$ cat src/rtl/sram_ctrl_pkg.sv
package sram_ctrl_pkg;

  typedef enum logic [2:0] {
    ST_IDLE,
    ST_SETUP,
    ST_STROBE,
    ST_HOLD,
    ST_READ
  } seq_state_t;

  // Round a time in ns up to whole clock cycles, at least one.
  function automatic int cyc_of(input int ns, input int period_ns);
    int c;
    c = (ns + period_ns - 1) / period_ns;
    return (c < 1) ? 1 : c;
  endfunction

  function automatic int imax(input int a, input int b);
    return (a > b) ? a : b;
  endfunction

endpackage

$ cat src/rtl/sram_cyc_timer.sv
module sram_cyc_timer #(
  parameter int CNT_W = 4
) (
  input  logic             clk,
  input  logic             rst,
  input  logic             clr,
  output logic [CNT_W-1:0] count
);
  localparam logic [CNT_W-1:0] TOP = {CNT_W{1'b1}};

  always_ff @(posedge clk) begin
    if (rst || clr) begin
      count <= '0;
    end else if (count != TOP) begin
      count <= count + 1'b1;
    end
  end
endmodule

$ cat src/rtl/sram_rd_capture.sv
module sram_rd_capture #(
  parameter int DATA_W = 8
) (
  input  logic              clk,
  input  logic              rst,
  input  logic              take,
  input  logic [DATA_W-1:0] din,
  output logic [DATA_W-1:0] dout,
  output logic              strobe
);
  always_ff @(posedge clk) begin
    if (rst) begin
      dout   <= '0;
      strobe <= 1'b0;
    end else begin
      strobe <= take;
      if (take) dout <= din;
    end
  end
endmodule

$ cat src/rtl/sram_strobe_ctrl.sv
module sram_strobe_ctrl
  import sram_ctrl_pkg::*;
#(
  parameter int ADDR_W        = 15,
  parameter int DATA_W        = 8,
  parameter int CLK_PERIOD_NS = 8,
  parameter int T_RC_NS       = 70,
  parameter int T_AA_NS       = 70,
  parameter int T_WC_NS       = 70,
  parameter int T_WP_NS       = 55,
  parameter int T_AW_NS       = 50,
  parameter int T_DW_NS       = 30,
  parameter int T_WHZ_NS      = 30
) (
  input  logic              clk,
  input  logic              rst,
  input  logic              req_valid,
  input  logic              req_write,
  input  logic [ADDR_W-1:0] req_addr,
  input  logic [DATA_W-1:0] req_wdata,
  output logic              req_ready,
  output logic              rsp_valid,
  output logic [DATA_W-1:0] rsp_rdata,
  output logic [ADDR_W-1:0] ram_addr,
  output logic              ram_ce_n,
  output logic              ram_ce,
  output logic              ram_we_n,
  output logic [DATA_W-1:0] ram_dq_out,
  output logic              ram_dq_oe,
  input  logic [DATA_W-1:0] ram_dq_in
);
  // Cycle counts derived from the nanosecond limits.
  localparam int HZ_CYC  = cyc_of(T_WHZ_NS, CLK_PERIOD_NS);
  localparam int DW_CYC  = cyc_of(T_DW_NS, CLK_PERIOD_NS);
  localparam int WP_CYC  = cyc_of(T_WP_NS, CLK_PERIOD_NS);
  localparam int AW_CYC  = cyc_of(T_AW_NS, CLK_PERIOD_NS);
  localparam int WC_CYC  = cyc_of(T_WC_NS, CLK_PERIOD_NS);
  localparam int RD_CYC  = imax(cyc_of(T_AA_NS, CLK_PERIOD_NS),
                                cyc_of(T_RC_NS, CLK_PERIOD_NS));
  // Strobe-low length: pulse width, turnaround plus data setup,
  // address-valid window (setup cycle counts) and total cycle (setup + hold).
  localparam int W_LOW   = imax(imax(WP_CYC, HZ_CYC + DW_CYC),
                                imax(AW_CYC - 1, WC_CYC - 2));
  localparam int CNT_MAX = imax(W_LOW, RD_CYC);
  localparam int CNT_W   = $clog2(CNT_MAX + 1);

  localparam logic [CNT_W-1:0] HZ_LAST = CNT_W'(HZ_CYC - 1);
  localparam logic [CNT_W-1:0] WL_LAST = CNT_W'(W_LOW - 1);
  localparam logic [CNT_W-1:0] RD_LAST = CNT_W'(RD_CYC - 1);

  seq_state_t        state, state_nxt;
  logic [CNT_W-1:0]  cnt;
  logic              sel_q, we_n_q, oe_q;
  logic [ADDR_W-1:0] addr_q;
  logic [DATA_W-1:0] wdat_q;
  logic              take;

  always_comb begin
    state_nxt = state;
    case (state)
      ST_IDLE:   if (req_valid) state_nxt = req_write ? ST_SETUP : ST_READ;
      ST_SETUP:  state_nxt = ST_STROBE;
      ST_STROBE: if (cnt == WL_LAST) state_nxt = ST_HOLD;
      ST_HOLD:   state_nxt = ST_IDLE;
      ST_READ:   if (cnt == RD_LAST) state_nxt = ST_IDLE;
      default:   state_nxt = ST_IDLE;
    endcase
  end

  assign take = (state == ST_READ) && (cnt == RD_LAST);

  sram_cyc_timer #(.CNT_W(CNT_W)) u_timer (
    .clk   (clk),
    .rst   (rst),
    .clr   (state_nxt != state),
    .count (cnt)
  );

  always_ff @(posedge clk) begin
    if (rst) begin
      state  <= ST_IDLE;
      sel_q  <= 1'b0;
      we_n_q <= 1'b1;
      oe_q   <= 1'b0;
      addr_q <= '0;
      wdat_q <= '0;
    end else begin
      state <= state_nxt;
      case (state)
        ST_IDLE: begin
          if (req_valid) begin
            addr_q <= req_addr;
            wdat_q <= req_wdata;
            sel_q  <= 1'b1;
          end
        end
        ST_SETUP:  we_n_q <= 1'b0;
        ST_STROBE: begin
          if (cnt == HZ_LAST) oe_q <= 1'b1;
          if (cnt == WL_LAST) begin
            we_n_q <= 1'b1;
            oe_q   <= 1'b0;
          end
        end
        ST_HOLD:   sel_q <= 1'b0;
        ST_READ:   if (cnt == RD_LAST) sel_q <= 1'b0;
        default:   sel_q <= 1'b0;
      endcase
    end
  end

  sram_rd_capture #(.DATA_W(DATA_W)) u_cap (
    .clk    (clk),
    .rst    (rst),
    .take   (take),
    .din    (ram_dq_in),
    .dout   (rsp_rdata),
    .strobe (rsp_valid)
  );

  assign req_ready  = (state == ST_IDLE);
  assign ram_addr   = addr_q;
  assign ram_ce_n   = ~sel_q;
  assign ram_ce     = sel_q;
  assign ram_we_n   = we_n_q;
  assign ram_dq_out = wdat_q;
  assign ram_dq_oe  = oe_q;
endmodule

$ cat config.mk
export PLATFORM = sky130hd
export DESIGN_NAME = sram_strobe_ctrl
export DESIGN_NICKNAME = d
export VERILOG_FILES = /design/src/rtl/sram_ctrl_pkg.sv /design/src/rtl/sram_cyc_timer.sv /design/src/rtl/sram_rd_capture.sv /design/src/rtl/sram_strobe_ctrl.sv
export SDC_FILE = /design/constraint.sdc
export NUM_CORES = 1
export LEC_CHECK = 0
export BUFFER_PORTS_ARGS = -buffer_cell sky130_fd_sc_hd__buf_2
export CORE_MARGIN = 1.5
export CORE_UTILIZATION = 53
export CTS_BUF_LIST = sky130_fd_sc_hd__clkbuf_8
export CTS_CLUSTER_DIAMETER = 40
export DETAILED_ROUTE_END_ITERATION = 8
export PLACE_DENSITY = 0.93
export SLEW_MARGIN = 20
export SYNTH_ARGS = -nofsm -noshare
export SYNTH_HDL_FRONTEND = slang
export SYNTH_SLANG_ARGS = --single-unit
$ cat constraint.sdc
create_clock -name clk -period 3.07 [get_ports clk]
set_clock_uncertainty 0.15 [all_clocks]
set_input_delay 0.614 -clock clk [delete_from_list [all_inputs] [get_ports clk]]
set_output_delay 0.614 -clock clk [all_outputs]
set_load 0.05 [all_outputs]
==> results.cfg <==
[setup_path]
worstSetupPathType = flip-flop to output port
worst-path-max-fanout = 11
start_kind = flip-flop
cp-end-kind = output port
crit_arrival_ns = 1.42
rr_worst_depth = 5
required_ns = 2.31

[sta]
fin_hold_ws_ns = 0.3040
rsz0062_at_grt = no
clock.fmax_ghz = 0.4587
max_slew_margin = 0.6465
hold_viol_final = 0
min_period_ns = 2.180
slew_viol_final = 0
worstMarginPinSlew_ns = 0.5295
finalSetupTns_ns = 0
finalSetupViolCount = 0
fin_crit_sh = 0.7101

[synthesis]
seq_area_frac_synth = 0.4821
yosysTopAreaCell = dfxtp_1
synth.most_common_cell = nand2_1
synth_cell_type_count = 35
synthArstFlopShare = 0
ys_ff_latch = 42
syn-num-nets = 241
netlist_area_mm2 = 0.001744
netlist_instances = 204
syn_area_per_cell_um2 = 8.550
synth_ff_type = dfxtp_1
ys_top_cells_by_count = 50 x nand2_1, 42 x dfxtp_1, 33 x a21oi_1
synthTopCellsByArea = dfxtp_1 48%, nand2_1 11%, a21oi_1 9.5%
yosysTopAreaCellShare = 0.4821
yosysWarnings = 0
synth_edf_count = 0

[die]
dieHeight_um = 60.37
io_pins = 72
fp.dieW_um = 60.37
core-area_mm2 = 0.003078
rows = 20
start_util = 0.5667
dieArea_mm2 = 0.003644

[finish]
layout.cells.non_filler = 315
final_util = 0.7085
drive_above_1_share = 0.3210
final_net_count = 307
fillers = 280
diodes = 0
area.growth.synth_to_final_pct = 25.04

[cts]
ctsResizeCount = 0
clk_pin_slew_ns = 0.08
postCtsSetupBuffers = 0
numCtsBuffers = 5
root_buffer = clkbuf_8
h-tree-depth = 2
cts-hold-fix-buffers = 0
ctsLongestPathBuffers = 2
cts_tree = built
cts_sinks = 42
clk_latency_ns = 0.28

[detailed_routing]
first_pass_iters = 4
ant_nets = 0
routed-via-count = 1623
routed_wl_um = 3764
vias_per_cell = 5.152
drc_errors = 0
initialDrtViolationCount = 100
routedWlPerCell_um = 11.95

[min_path]
worstHoldPathType = flip-flop to flip-flop
hold_depth = 2

[pwr]
leakagePower_uw = 0.0009819
power_density_mw_per_mm2 = 581.5
total_power_uw = 1268
ir_drop_mv = 0.4727

[job]
maxCapViolCount = 0

[grt]
grt_overflow = 0
grt_max_degree = 26
grt_pass1_vias = 1315
grtUsageTotal = 0.2099
grt_antenna_before_repair = 0
grt_pass1_wl_um = 5782

[placed_design]
place_hpwl_um = 2622
dp_cells = 307
portBuffers = 71
gp_congestion = 0.8498

[run_status]
outcome = completed
## state kept, by name, summed over array words and instances (netlist names)
| register | count |
|---|---|
| ram_we_n | 1 |
| u_timer.count | 4 |
| ram_ce | 1 |
| ram_dq_out | 8 |
| ram_addr | 15 |
| u_cap.dout | 8 |
| ram_dq_oe | 1 |
| u_cap.strobe | 1 |
| state | 3 |
## metrics by stage
stage / setup slack [ns] / instance area, µm²
CTS: 0.8883 / 2181
global placement: 1.234 / 2074
floorplan: 0.9749 / 1744
finish: 0.8899 / 2181
detailed placement: 1.211 / 2074
global route: 0.8324 / 2181
## path summary, 6_finish.rpt
path	start	slack [ns]	end
worst max-delay path	state[0]	0.89	req_ready
worst min-delay path	ram_addr[0]	0.30	ram_addr[0]
worst max register to register	u_timer.count[0]	1.25	u_timer.count[2]
worst min register to register	ram_addr[0]	0.30	ram_addr[0]
## critical path, stage by stage, from the launching register on
cell	delay [ns]
dfxtp_1	0.45
or2_4	0.32
nor2_1	0.09
buf_2	0.27
## cell families (layout without fill, tap and decap cells)
family,count (synthesis),count (layout),share of synthesized area
xor gates and xnor gates,2,2,0.01004
and+or+nand+nor,84,84,0.2504
DFF,42,42,0.4821
adders and majority gates,2,2,0.01434
muxes,2,2,0.01148
buffers and inverters,21,88,0.06959
AOI/OAI and AO/OA,51,51,0.1621
## cell type report
class	instances	area, µm²	area share
Clock buffer	5	68.82	0.03155
Tap cell	44	55.05	0.02524
Clock inverter	3	37.54	0.01721
Timing Repair Buffer	73	370.4	0.1698
Multi-Input combinational cell	141	782.0	0.3586
Inverter	7	26.28	0.01205
Sequential cell	42	840.8	0.3855
## cells in the final DEF, fill, tap and decap left out
cell type,instances
buf_2,71
nand2_1,50
dfxtp_1,42
a21oi_1,33
nand3_1,11
inv_1,9
o21ai_1,8
clkbuf_8,5
nor4_1,4
nand3b_1,3
nand2b_1,3
o21ai_0,3
nor3_1,2
mux2i_1,2
xnor2_1,2
ha_1,2
buf_4,2
or2_4,1
nor2_1,1
nor4b_4,1
or4b_4,1
or3b_1,1
nor3b_4,1
a31oi_1,1
or2b_1,1
and3b_1,1
o2111ai_1,1
a221oi_1,1
or3_4,1
or3_1,1
o31ai_1,1
or2_2,1
o21a_1,1
a31o_2,1
a221oi_2,1
bufinv_16,1
## report_power, final
part / switching (µW) / leakage (µW) / internal [µW]
logic: 182 / 0.000578 / 75.9
clock network: 176 / 0.0000607 / 237
registers: 23.5 / 0.000343 / 574
## metal layers
layer  wire (µm)  vias up  track usage
met5           0        -            0
met4          47        0      0.07619
met3         279        6      0.05117
met2        1719       66       0.3463
met1        1718      726       0.2681
li1            -      825            -
No activity file was read; power rests on OpenSTA's default activity.
